===== src/rtl/isa_io_seq_pkg.sv =====
package isa_io_seq_pkg;
  typedef enum logic [1:0] {
    PH_IDLE   = 2'd0,
    PH_SETUP  = 2'd1,
    PH_STROBE = 2'd2,
    PH_HOLD   = 2'd3
  } phase_e;

  function automatic int max3(int a, int b, int c);
    int m;
    m = (a > b) ? a : b;
    return (m > c) ? m : c;
  endfunction
endpackage


===== src/rtl/isa_io_seq_timer.sv =====
module isa_io_seq_timer #(
  parameter int CNT_W = 3
) (
  input  logic             clk_i,
  input  logic             rst_ni,
  input  logic             load_i,
  input  logic [CNT_W-1:0] load_val_i,
  output logic             last_o
);
  logic [CNT_W-1:0] cnt_q;

  always_ff @(posedge clk_i or negedge rst_ni) begin
    if (!rst_ni) begin
      cnt_q <= '0;
    end else if (load_i) begin
      cnt_q <= load_val_i;
    end else if (cnt_q != '0) begin
      cnt_q <= cnt_q - 1'b1;
    end
  end

  assign last_o = (cnt_q == '0);
endmodule


===== src/rtl/isa_io_seq_fsm.sv =====
module isa_io_seq_fsm
  import isa_io_seq_pkg::*;
#(
  parameter int SETUP_CYC = 1,
  parameter int WAIT_CYC  = 5,
  parameter int HOLD_CYC  = 1
) (
  input  logic clk_i,
  input  logic rst_ni,
  input  logic req_i,
  input  logic we_i,
  output logic accept_o,
  output logic sample_o,
  output logic busy_o,
  output logic oe_o,
  output logic ior_no,
  output logic iow_no
);
  localparam int MAX_LEN = max3(SETUP_CYC, WAIT_CYC, HOLD_CYC);
  localparam int CNT_W   = (MAX_LEN > 1) ? $clog2(MAX_LEN) : 1;

  phase_e           state_q, state_d;
  logic             we_q, we_d;
  logic             load;
  logic [CNT_W-1:0] load_val;
  logic             last;
  logic             ior_q, iow_q, oe_q;

  isa_io_seq_timer #(.CNT_W(CNT_W)) i_timer (
    .clk_i      (clk_i),
    .rst_ni     (rst_ni),
    .load_i     (load),
    .load_val_i (load_val),
    .last_o     (last)
  );

  assign accept_o = (state_q == PH_IDLE) && req_i;
  assign we_d     = accept_o ? we_i : we_q;

  always_comb begin
    state_d  = state_q;
    load     = 1'b0;
    load_val = '0;
    unique case (state_q)
      PH_IDLE: if (req_i) begin
        state_d  = PH_SETUP;
        load     = 1'b1;
        load_val = CNT_W'(SETUP_CYC - 1);
      end
      PH_SETUP: if (last) begin
        state_d  = PH_STROBE;
        load     = 1'b1;
        load_val = CNT_W'(WAIT_CYC - 1);
      end
      PH_STROBE: if (last) begin
        state_d  = PH_HOLD;
        load     = 1'b1;
        load_val = CNT_W'(HOLD_CYC - 1);
      end
      PH_HOLD: if (last) state_d = PH_IDLE;
      default: state_d = PH_IDLE;
    endcase
  end

  // strobes and enable are registered from next state: clean pin edges
  always_ff @(posedge clk_i or negedge rst_ni) begin
    if (!rst_ni) begin
      state_q <= PH_IDLE;
      we_q    <= 1'b0;
      ior_q   <= 1'b1;
      iow_q   <= 1'b1;
      oe_q    <= 1'b0;
    end else begin
      state_q <= state_d;
      we_q    <= we_d;
      ior_q   <= !((state_d == PH_STROBE) && !we_d);
      iow_q   <= !((state_d == PH_STROBE) && we_d);
      oe_q    <= (state_d != PH_IDLE) && we_d;
    end
  end

  assign sample_o = (state_q == PH_STROBE) && last && !we_q;
  assign busy_o   = (state_q != PH_IDLE);
  assign oe_o     = oe_q;
  assign ior_no   = ior_q;
  assign iow_no   = iow_q;
endmodule


===== src/rtl/isa_io_seq_datapath.sv =====
module isa_io_seq_datapath #(
  parameter int ADDR_W = 3,
  parameter int DATA_W = 16
) (
  input  logic                clk_i,
  input  logic                rst_ni,
  input  logic                accept_i,
  input  logic                sample_i,
  input  logic [ADDR_W-1:0]   addr_i,
  input  logic [DATA_W/8-1:0] be_i,
  input  logic [DATA_W-1:0]   wdata_i,
  input  logic [DATA_W-1:0]   bus_i,
  output logic [ADDR_W-1:0]   addr_o,
  output logic [DATA_W/8-1:0] be_no,
  output logic [DATA_W-1:0]   bus_o,
  output logic [DATA_W-1:0]   rdata_o,
  output logic                rvalid_o
);
  localparam int BE_W = DATA_W / 8;

  logic [ADDR_W-1:0] addr_q;
  logic [BE_W-1:0]   be_q;
  logic [DATA_W-1:0] wdata_q, rdata_q;
  logic              rvalid_q;

  always_ff @(posedge clk_i or negedge rst_ni) begin
    if (!rst_ni) begin
      addr_q  <= '0;
      be_q    <= '0;
      wdata_q <= '0;
    end else if (accept_i) begin
      addr_q  <= addr_i;
      be_q    <= be_i;
      wdata_q <= wdata_i;
    end
  end

  always_ff @(posedge clk_i or negedge rst_ni) begin
    if (!rst_ni) begin
      rdata_q  <= '0;
      rvalid_q <= 1'b0;
    end else begin
      rvalid_q <= sample_i;
      if (sample_i) rdata_q <= bus_i;
    end
  end

  for (genvar g = 0; g < BE_W; g++) begin : g_lane
    assign be_no[g] = ~be_q[g];
  end

  assign addr_o   = addr_q;
  assign bus_o    = wdata_q;
  assign rdata_o  = rdata_q;
  assign rvalid_o = rvalid_q;
endmodule


===== src/rtl/isa_io_seq.sv =====
module isa_io_seq #(
  parameter int ADDR_W    = 3,
  parameter int DATA_W    = 16,
  parameter int SETUP_CYC = 1,
  parameter int WAIT_CYC  = 5,
  parameter int HOLD_CYC  = 1
) (
  input  logic                clk_i,
  input  logic                rst_ni,
  input  logic                req_i,
  input  logic                we_i,
  input  logic [ADDR_W-1:0]   addr_i,
  input  logic [DATA_W/8-1:0] be_i,
  input  logic [DATA_W-1:0]   wdata_i,
  output logic                wait_o,
  output logic [DATA_W-1:0]   rdata_o,
  output logic                rvalid_o,
  output logic                irq_o,
  output logic [ADDR_W-1:0]   dev_addr_o,
  output logic [DATA_W/8-1:0] dev_be_no,
  output logic [DATA_W-1:0]   dev_data_o,
  input  logic [DATA_W-1:0]   dev_data_i,
  output logic                dev_data_oe_o,
  output logic                dev_ior_no,
  output logic                dev_iow_no,
  input  logic                dev_irq_i,
  output logic                dev_rst_o
);
  logic accept, sample;

  isa_io_seq_fsm #(
    .SETUP_CYC (SETUP_CYC),
    .WAIT_CYC  (WAIT_CYC),
    .HOLD_CYC  (HOLD_CYC)
  ) i_fsm (
    .clk_i    (clk_i),
    .rst_ni   (rst_ni),
    .req_i    (req_i),
    .we_i     (we_i),
    .accept_o (accept),
    .sample_o (sample),
    .busy_o   (wait_o),
    .oe_o     (dev_data_oe_o),
    .ior_no   (dev_ior_no),
    .iow_no   (dev_iow_no)
  );

  isa_io_seq_datapath #(
    .ADDR_W (ADDR_W),
    .DATA_W (DATA_W)
  ) i_dp (
    .clk_i    (clk_i),
    .rst_ni   (rst_ni),
    .accept_i (accept),
    .sample_i (sample),
    .addr_i   (addr_i),
    .be_i     (be_i),
    .wdata_i  (wdata_i),
    .bus_i    (dev_data_i),
    .addr_o   (dev_addr_o),
    .be_no    (dev_be_no),
    .bus_o    (dev_data_o),
    .rdata_o  (rdata_o),
    .rvalid_o (rvalid_o)
  );

  assign irq_o     = dev_irq_i;
  assign dev_rst_o = ~rst_ni;
endmodule


===== config.mk =====
export PLATFORM = sky130hd
export DESIGN_NAME = isa_io_seq
export DESIGN_NICKNAME = d
export VERILOG_FILES = /design/src/rtl/isa_io_seq_pkg.sv /design/src/rtl/isa_io_seq_timer.sv /design/src/rtl/isa_io_seq_fsm.sv /design/src/rtl/isa_io_seq_datapath.sv /design/src/rtl/isa_io_seq.sv
export SDC_FILE = /design/constraint.sdc
export NUM_CORES = 1
export LEC_CHECK = 0
export BUFFER_PORTS_ARGS = -buffer_cell sky130_fd_sc_hd__buf_2
export CAP_MARGIN = 20
export CORE_MARGIN = 2
export CORE_UTILIZATION = 45
export DETAILED_ROUTE_END_ITERATION = 16
export PLACE_DENSITY = 0.76
export SLEW_MARGIN = 20
export SYNTH_ARGS = -nofsm -noshare
export SYNTH_HDL_FRONTEND = slang
export SYNTH_HIERARCHICAL = 1
export SYNTH_SLANG_ARGS = --single-unit

===== constraint.sdc =====
create_clock -name clk_i -period 3.1 [get_ports clk_i]
set_clock_uncertainty 0.1 [all_clocks]
set_input_delay 0.62 -clock clk_i [delete_from_list [all_inputs] [get_ports clk_i]]
set_output_delay 0.62 -clock clk_i [all_outputs]
set_load 0.01 [all_outputs]

**Word level (Yosys, flattened, before mapping)**

Index checks and enable logic that the tools add are counted.

- Bits in registers: 47
- Bits of input ports: 42

- Add/subtract/negate cells: 1
- Equal/unequal tests: 4
- Mux-type cells: 13
- Bitwise operators: 3
- Reduce and logical (&&, ||, !) cells: 17

Operator list:

| operator | number |
|---|---|
| $mux W3 | 4 |
| $mux W2 | 4 |
| $pmux W2 S4 | 1 |
| $eq A2 B2 Y1 const B | 3 |
| $logic_and A1 B1 Y1 | 6 |
| $reduce_bool A2 Y1 | 3 |
| $logic_not A1 Y1 | 4 |
| $logic_not A3 Y1 | 1 |
| $mux W1 | 3 |
| $not A1 Y1 | 3 |
| $reduce_bool A3 Y1 | 1 |
| $sub A3 B1 Y3 const B | 1 |
| $eq A2 B1 Y1 const B | 1 |
| $logic_not A2 Y1 | 1 |
| $pmux W1 S2 | 1 |
| $reduce_or A2 Y1 | 1 |

**Logic depth before layout (Yosys ltp)**

Gate-level depths: netlist (run 1).

- Depth in word-level cells: 6
- Depth in mapped cells: 9
- Mapped depth without buffers: 8

**Modules after synthesis**

Netlist (run 1), hierarchy kept.

By module, submodules not included:

| module | instances | cells an instance | area each (µm²) | sequential area each (µm²) |
|---|---|---|---|---|
| isa_io_seq_datapath | 1 | 81 | 1458.9 | 950.9 |
| isa_io_seq_fsm | 1 | 41 | 407.9 | 152.6 |
| isa_io_seq_timer | 1 | 21 | 200.2 | 75.1 |
| isa_io_seq | 1 | 2 | 11.3 | 0.0 |

**Worst setup path before layout (run 1)**

OpenSTA, ideal clock, no wires.

- Path kind: register to register
- Start point: reg i_fsm.i_timer.cnt_q[0]
- End point: reg i_dp.rdata_q[10], in the netlist i_dp/rdata_o[10]
- Arrival time: 1.599 ns
- Required time: 2.875 ns
- Slack: 1.276 ns
- Cell stages (with the launch flop): 10
- Buffers on the path: 2
- Cells stage by stage: dfrtp_1 inv_1 ha_1 nand2b_1 inv_1 nand2_1 nor2_1 buf_6 buf_12 mux2_4

- Longest elaborated chain between the ends: 3

RTL lines:

| what | line | source |
|---|---|---|
| start: declaration | isa_io_seq_timer.sv:10 | `logic [CNT_W-1:0] cnt_q;` |
| start signal: assignment | isa_io_seq_timer.sv:16 | `cnt_q <= load_val_i;` |
| start signal: assignment | isa_io_seq_timer.sv:18 | `cnt_q <= cnt_q - 1'b1;` |
| $logic_not A3 Y1 | isa_io_seq_timer.sv:22 | `assign last_o = (cnt_q == '0);` |
| via i_fsm.last | isa_io_seq_fsm.sv:26 | `logic last;` |
| $logic_and A1 B1 Y1 (2 in series) | isa_io_seq_fsm.sv:82 | `assign sample_o = (state_q == PH_STROBE) && last && !we_q;` |
| via sample | isa_io_seq.sv:29 | `logic accept, sample;` |
| end signal: assignment | isa_io_seq_datapath.sv:44 | `if (sample_i) rdata_q <= bus_i;` |
| end: declaration | isa_io_seq_datapath.sv:23 | `logic [DATA_W-1:0] wdata_q, rdata_q;` |

The timed path passes the listed nets, and every way through them passes these cells.
A chain may end at the register's enable or synchronous reset.

**Worst setup path after layout (run 1)**

- Start point: reg i_fsm.state_q[1]
- End point: reg i_dp.be_q[0]

- Longest elaborated chain between the ends: 2

RTL lines:

| what | line | source |
|---|---|---|
| start: declaration | isa_io_seq_fsm.sv:22 | `phase_e state_q, state_d;` |
| start signal: assignment | isa_io_seq_fsm.sv:74 | `state_q <= state_d;` |
| $logic_not A2 Y1 | isa_io_seq_fsm.sv:37 | `assign accept_o = (state_q == PH_IDLE) && req_i;` |
| $logic_and A1 B1 Y1 | isa_io_seq_fsm.sv:37 |  |
| via accept | isa_io_seq.sv:29 |  |
| end signal: assignment | isa_io_seq_datapath.sv:33 | `be_q <= be_i;` |
| end: declaration | isa_io_seq_datapath.sv:22 | `logic [BE_W-1:0] be_q;` |

The timed path passes the listed nets, and every way through them passes these cells.

==> results of run 1 <==
critical path: cells and delay by family (launching register included):
| kind | cells | cell delay (ns) |
|---|---|---|
| adder cells (fa/ha/maj) | 1 | 0.17 |
| multiplexers | 1 | 0.41 |
| flip-flops | 1 | 0.46 |
| buffers and inverters | 2 | 0.72 |
| AND/OR/NAND/NOR | 1 | 0.11 |
sequential cells by signal, summed over array words and instances, names as in the netlist:
name                 cells
i_fsm/oe_o               1
i_fsm/i_timer/cnt_q      3
i_dp/bus_o              16
i_dp/rvalid_o            1
i_fsm/we_q               1
i_dp/addr_o              3
i_fsm/state_q            2
i_fsm/iow_no             1
i_dp/rdata_o            16
i_dp/be_q                2
i_fsm/ior_no             1
cells in the mapped netlist, drive strengths merged, types with 2 or more instances:
master	n
nand2b	3
nand2	4
ha	8
dfstp	2
dfrtp	45
nor2b	4
nor2	2
mux2i	2
o211ai	2
mux2	37
buf	5
nor4b	2
inv	15
area by class of cell:
class                           instances  area, um2  share of cell area (%)
Clock buffer                            6      72.57                   2.729
Clock inverter                          2      60.06                   2.259
Inverter                               15      56.30                   2.118
Multi-Input combinational cell         79      795.8                   29.93
Sequential cell                        47       1179                   44.33
Tap cell                               52      65.06                   2.447
Timing Repair Buffer                   85      430.4                   16.19
power groups by stage:
stage                     sequential, mW  clock [mW]  combinational, mW
final                               1.01       0.512              0.967
after global routing                1.05       0.550               1.07
after CTS                           1.02       0.531              0.983
after detailed placement            1.03           0              0.982
after global placement              1.02           0              0.961
after floorplan                     1.12           0              0.524
worst paths after layout:
path                                    to  slack, ns  cells after the start        startpoint
max                           i_dp/be_q[0]       1.01                      5  i_fsm/state_q[1]
min                        i_dp/rdata_o[0]       0.33                      2            rst_ni
max reg2reg                   i_dp/be_q[0]       1.01                      5  i_fsm/state_q[1]
min reg2reg                  i_dp/bus_o[3]       0.40                      1     i_dp/bus_o[3]
max in group asynchronous  i_dp/rdata_o[3]       2.18                      2            rst_ni
min in group clk_i           i_dp/bus_o[3]       0.40                      1     i_dp/bus_o[3]
metal layers:
| metal | share of wire, % | GRT usage [%] |
|---|---|---|
| met5 | 0 | 0 |
| met1 | 43 | 18.92 |
| met2 | 51 | 25.31 |
| met3 | 5.1 | 4.306 |
| met4 | 0.88 | 4.403 |
logic make-up after synthesis:
group           after synthesis  share of synthesized area, %
mux                          39                         23.00
fa+ha+maj                     8                         4.817
compound gates               11                         4.636
simple gates                 19                         5.358
flops                        47                         56.71
buf+inv                      20                         5.298
other cells                   1                        0.1804
==> results.yml, run 1 <==
run_status:
  status: "finished clean"
floorplan:
  num_io_pins: 86
  die_y_um: 71.96
  die_area_mm2: 0.005178
  rows: 24
  die_w_um: 71.96
  initial_core_util_pct: 47.08
  core-area_mm2: 0.004414
detailed_routing:
  wl_per_cell_um: 13.10
  drt_iter0_markers: 64
  first_pass_iters: 4
  vias_per_cell: 4.822
  drc_errors: 0
  drt_wl_total_mm: 3.747
  postRouteAntennaNets: 0
  vias: 1379
power:
  switching_power_mw: 0.7856
  total_power_mw: 2.491
  power_frac_clock_pct: 20.5
  switching_share_pct: 31.54
  pwr-share-comb_pct: 38.8
  ir_drop_v: 0.0003429
  p_leak_nw: 1.400
  powerDensity_mw_per_mm2: 936.8
  seqPwrFrac_pct: 40.6
  p_int_mw: 1.705
layout:
  fin_cells: 286
  fin_nets: 283
  final_area_mm2: 0.002659
  final_util_pct: 60.23
  final_common_cell: "buf_2"
  drive_above_1_share_pct: 57.26
  nFillCells: 366
  antenna_cells: 0
  syn2layout_area_growth_pct: 27.93
  final_cell_mix: "buf_2, dfrtp_1, mux2_2, inv_1, mux2_4"
logic_synthesis:
  synth-seq-area-share_pct: 56.71
  ys.flop_type: "dfrtp_1"
  yosys_warnings: 6
  synth_edf_count: 0
  synth_cells: 145
  synth.area.top_cells: "dfrtp_1, mux2_2, mux2_4"
  avgSynthCellArea_um2: 14.33
  synth_top_area_share_pct: 54.18
  ys_ff_latch: 47
  synthArstFlopShare_pct: 100.0
  synth_cell_types: 31
  synth_area_mm2: 0.002078
  synth_top_area_cell: "dfrtp_1"
sta:
  relSlewSlack_pct: 47.86
  holdWs_ns: 0.3347
  fmax_mhz: 477.6
  tightest_slew_ns: 0.7812
  hold_viol: 0
  period_share_pct: 67.54
  timing.final.crit_period_ns: 2.094
  rsz0062_at_grt: "no"
  setup_viol: 0
  final_max_slew_viol_count: 0
  fin_setup_tns_ns: 0
  fin_ws_ns: 1.006
placement:
  pre_cts_ws_ns: 0.9800
  dp.cells: 278
  io_buffer_count: 83
  dpl_cell_area_mm2: 0.002526
  hpwl_mm: 2.855
  gp_congestion: 0.7412
clocking:
  h-tree-depth: 2
  cts_hold_buffers: 0
  cts_resized: 0
  post-cts-setup-buffers: 0
  cts-root-buf: "clkbuf_8"
  cts_num_sinks: 47
  ctsLongestPathBuffers: 2
  clk_pin_slew_worst_paths_ns: 0.08
  clk_latency_ns: 0.29
  tritoncts: "yes"
  numCtsBuffers: 5
grt:
  grt_max_degree: 48
  grt_usage_pct: 15.01
  antenna_found_initial: 0
  grt_pass1_wl_mm: 6.051
  grt_pass1_vias: 1355
  grt_overflow_total: 0
setup_path:
  cp_max_fo: 21
  crit_slowest_cell: "inv_1"
  endpoint_kind: "register"
  path_cells: "inv_1 > ha_1 > nand2_1 > inv_1 > mux2_2"
  cp.required_ns: 3.18
  arrival_ns: 2.17
  start_kind: "register"
  critPathMaxStageDelay_ns: 0.59
  crit_type: "reg -> reg"
  cpMostUsedCell: "inv_1"
flow_run:
  cap_violations: 0
hold_path:
  worst_hold_path_type: "in -> async"
Power figures use the tool's default switching activity.
==> run 2: changes to the inputs <==
--- a/config.mk
+++ b/config.mk
@@ -5,12 +5,13 @@
 export SDC_FILE = /design/constraint.sdc
 export NUM_CORES = 1
 export LEC_CHECK = 0
+export ABC_AREA = 1
 export BUFFER_PORTS_ARGS = -buffer_cell sky130_fd_sc_hd__buf_2
 export CAP_MARGIN = 20
 export CORE_MARGIN = 2
 export CORE_UTILIZATION = 45
 export DETAILED_ROUTE_END_ITERATION = 16
-export PLACE_DENSITY = 0.76
+export PLACE_DENSITY = 0.75
 export SLEW_MARGIN = 20
 export SYNTH_ARGS = -nofsm -noshare
 export SYNTH_HDL_FRONTEND = slang
==> constraint.sdc (replaced) <==
create_clock -name clk_i -period 2.1 [get_ports clk_i]
set_clock_uncertainty 0.1 [all_clocks]
set_input_delay 0.42 -clock clk_i [delete_from_list [all_inputs] [get_ports clk_i]]
set_output_delay 0.42 -clock clk_i [all_outputs]
set_load 0.01 [all_outputs]
==> run 2 against run 1 <==
Core utilization fell by 0.32 points; power rose by 57%; critical endpoint is now i_dp/rdata_o[1]; register-to-register slack got worse by 0.77 ns; largest cell class unchanged; design area rose by 0.14%; critical path depth rose by 5; maximum frequency rose by 13%; area after synthesis rose by 1.7%; sequential share of layout area fell by 0.062 points; via count rose by 26%; final cell count rose by 35%; clock power rose by 32%; count of clock-buffer cells in the layout did not move.
==> results.yml, run 2 <==
run_status:
  status: "finished clean"
clocking:
  cts_resized: 0
  clk_pin_slew_worst_paths_ns: 0.08
  numCtsBuffers: 5
  tritoncts: "yes"
  ctsLongestPathBuffers: 2
  h-tree-depth: 2
  post-cts-setup-buffers: 0
  clk_latency_ns: 0.29
  cts_hold_buffers: 0
  cts-root-buf: "clkbuf_8"
  cts_num_sinks: 47
grt:
  grt_pass1_vias: 1610
  grt_pass1_wl_mm: 7.176
  grt_overflow_total: 0
  grt_max_degree: 48
  grt_usage_pct: 17.48
  antenna_found_initial: 0
sta:
  tightest_slew_ns: 0.5826
  rsz0062_at_grt: "no"
  final_max_slew_viol_count: 0
  setup_viol: 0
  period_share_pct: 88.56
  hold_viol: 0
  fmax_mhz: 537.7
  fin_setup_tns_ns: 0
  timing.final.crit_period_ns: 1.860
  relSlewSlack_pct: 61.16
floorplan:
  die_y_um: 72.53
  core-area_mm2: 0.004444
  die_area_mm2: 0.005261
  initial_core_util_pct: 47.55
  die_w_um: 72.53
  num_io_pins: 86
  rows: 24
logic_synthesis:
  synth_edf_count: 0
  synth_top_cells_by_count: "nand2_1, dfrtp_1, inv_1, nand2_2, ha_1"
  yosys_warnings: 6
  ys.flop_type: "dfrtp_1"
  synth_top_area_cell: "dfrtp_1"
  synth_cells: 246
  ys_ff_latch: 47
  synth.area.top_cells: "dfrtp_1, nand2_1, ha_1"
  avgSynthCellArea_um2: 8.591
  synthArstFlopShare_pct: 100.0
  synth.most_common_cell: "nand2_1"
  synth-seq-area-share_pct: 55.77
  synth_cell_types: 19
  synth_area_mm2: 0.002113
  synth_top_area_share_pct: 53.29
detailed_routing:
  wl_per_cell_um: 11.46
  drt_wl_total_mm: 4.413
  postRouteAntennaNets: 0
  drt_iter0_markers: 109
  vias_per_cell: 4.517
  drc_errors: 0
  vias: 1739
  first_pass_iters: 4
layout:
  final_util_pct: 59.91
  antenna_cells: 0
  drive_above_1_share_pct: 34.83
  regArea_mm2: 0.001179
  final_cell_mix: "nand2_1, buf_2, dfrtp_1, inv_1, nand2_2"
  final_common_cell: "nand2_1"
  nFillCells: 408
  multi_input_area_um2: 759.5
  syn2layout_area_growth_pct: 25.99
  fin_nets: 382
setup_path:
  crit_type: "reg -> reg"
  arrival_ns: 1.95
  rrSetupSlack_ns: 0.24
  cp_max_fo: 18
  endpoint_kind: "register"
  start_kind: "register"
  cp.required_ns: 2.19
hold_path:
  worst_hold_path_type: "in -> async"
placement:
  gp_congestion: 0.8192
  io_buffer_count: 83
  hpwl_mm: 3.257
power:
  powerDensity_mw_per_mm2: 1467
  p_leak_nw: 1.563
  ir_drop_v: 0.0006862
flow_run:
  cap_violations: 0
[run 2: cell types whose count changed in the layout (fill, tap and decap cells not counted), sizes merged, moves of 2 or more]
cell    before  now
o21ai        0    4
nand2        4  141
mux2        37    0
nand2b       3    0
mux2i        2    0
nor2         2    4
nor2b        4    0
inv         15   23
o211ai       2    0
nor4b        2    0
nand3        1    7
[run 2: logic make-up (layout without fill, tap and decap cells)]
group / after synthesis / count (layout) / synth area share (%)
AOI/OAI and AO/OA: 6 / 6 / 1.598
adders and majority gates: 8 / 8 / 4.737
buffers and inverters: 31 / 117 / 8.466
DFF: 47 / 47 / 55.77
other: 1 / 2 / 0.1774
and+or+nand+nor: 153 / 153 / 29.25
[run 2: layer usage]
metal,vias up,GRT usage [%],share of wire [%]
met1,779,23.88,46
met5,-,0,0
met3,5,3.056,5.1
met2,54,28.48,47
li1,901,-,-
met4,0,5.556,1.1
[run 2: path summary, 6_finish.rpt]
| check | from | endpoint | cells past startpoint |
|---|---|---|---|
| worst max-delay path | i_fsm/i_timer/cnt_q[0] | i_dp/rdata_o[1] | 10 |
| worst min-delay path | rst_ni | i_dp/rvalid_o | 2 |
| worst max register to register | i_fsm/i_timer/cnt_q[0] | i_dp/rdata_o[1] | 10 |
| worst min register to register | i_dp/rdata_o[12] | i_dp/rdata_o[12] | 2 |
| max in group asynchronous | rst_ni | i_dp/rdata_o[9] | 2 |
| min in group clk_i | addr_i[2] | i_dp/addr_o[2] | 3 |
[run 2: worst max-delay path: stages, from the launching register on]
cell	delay [ns]
dfrtp_1	0.40
inv_1	0.08
ha_1	0.18
inv_1	0.06
nor2_2	0.23
nand2_1	0.10
nor2_1	0.21
buf_12	0.19
inv_6	0.09
nand2_1	0.06
nand2_1	0.05
[run 2: final cells by class]
cell class,instances,area share [%]
Timing Repair Buffer,86,16.92
Sequential cell,47,44.27
Inverter,23,3.430
Clock inverter,2,1.316
Multi-Input combinational cell,169,28.52
Clock buffer,6,3.102
Tap cell,52,2.444
[run 2: metrics by stage]
stage               std cells  worst slack, ns  hold WS, ns  total power [mW]  instance area (um2)
detailed placement        377           0.2649       0.3576             3.262                 2545
finish                    385           0.2403       0.1699             3.906                 2663
floorplan                 247           0.3780      0.02441             2.647                 2117
global route              385          0.09545       0.2124             4.256                 2663
CTS                       385           0.2505       0.1973             3.948                 2663
global placement          377           0.2790       0.3484             3.206                 2545
[run 2: power breakdown]
part	switching [mW]	internal, mW	leakage (nW)
clock	0.292	0.385	0.0612
sequential	0.240	1.33	0.566
combinational	0.990	0.663	0.936
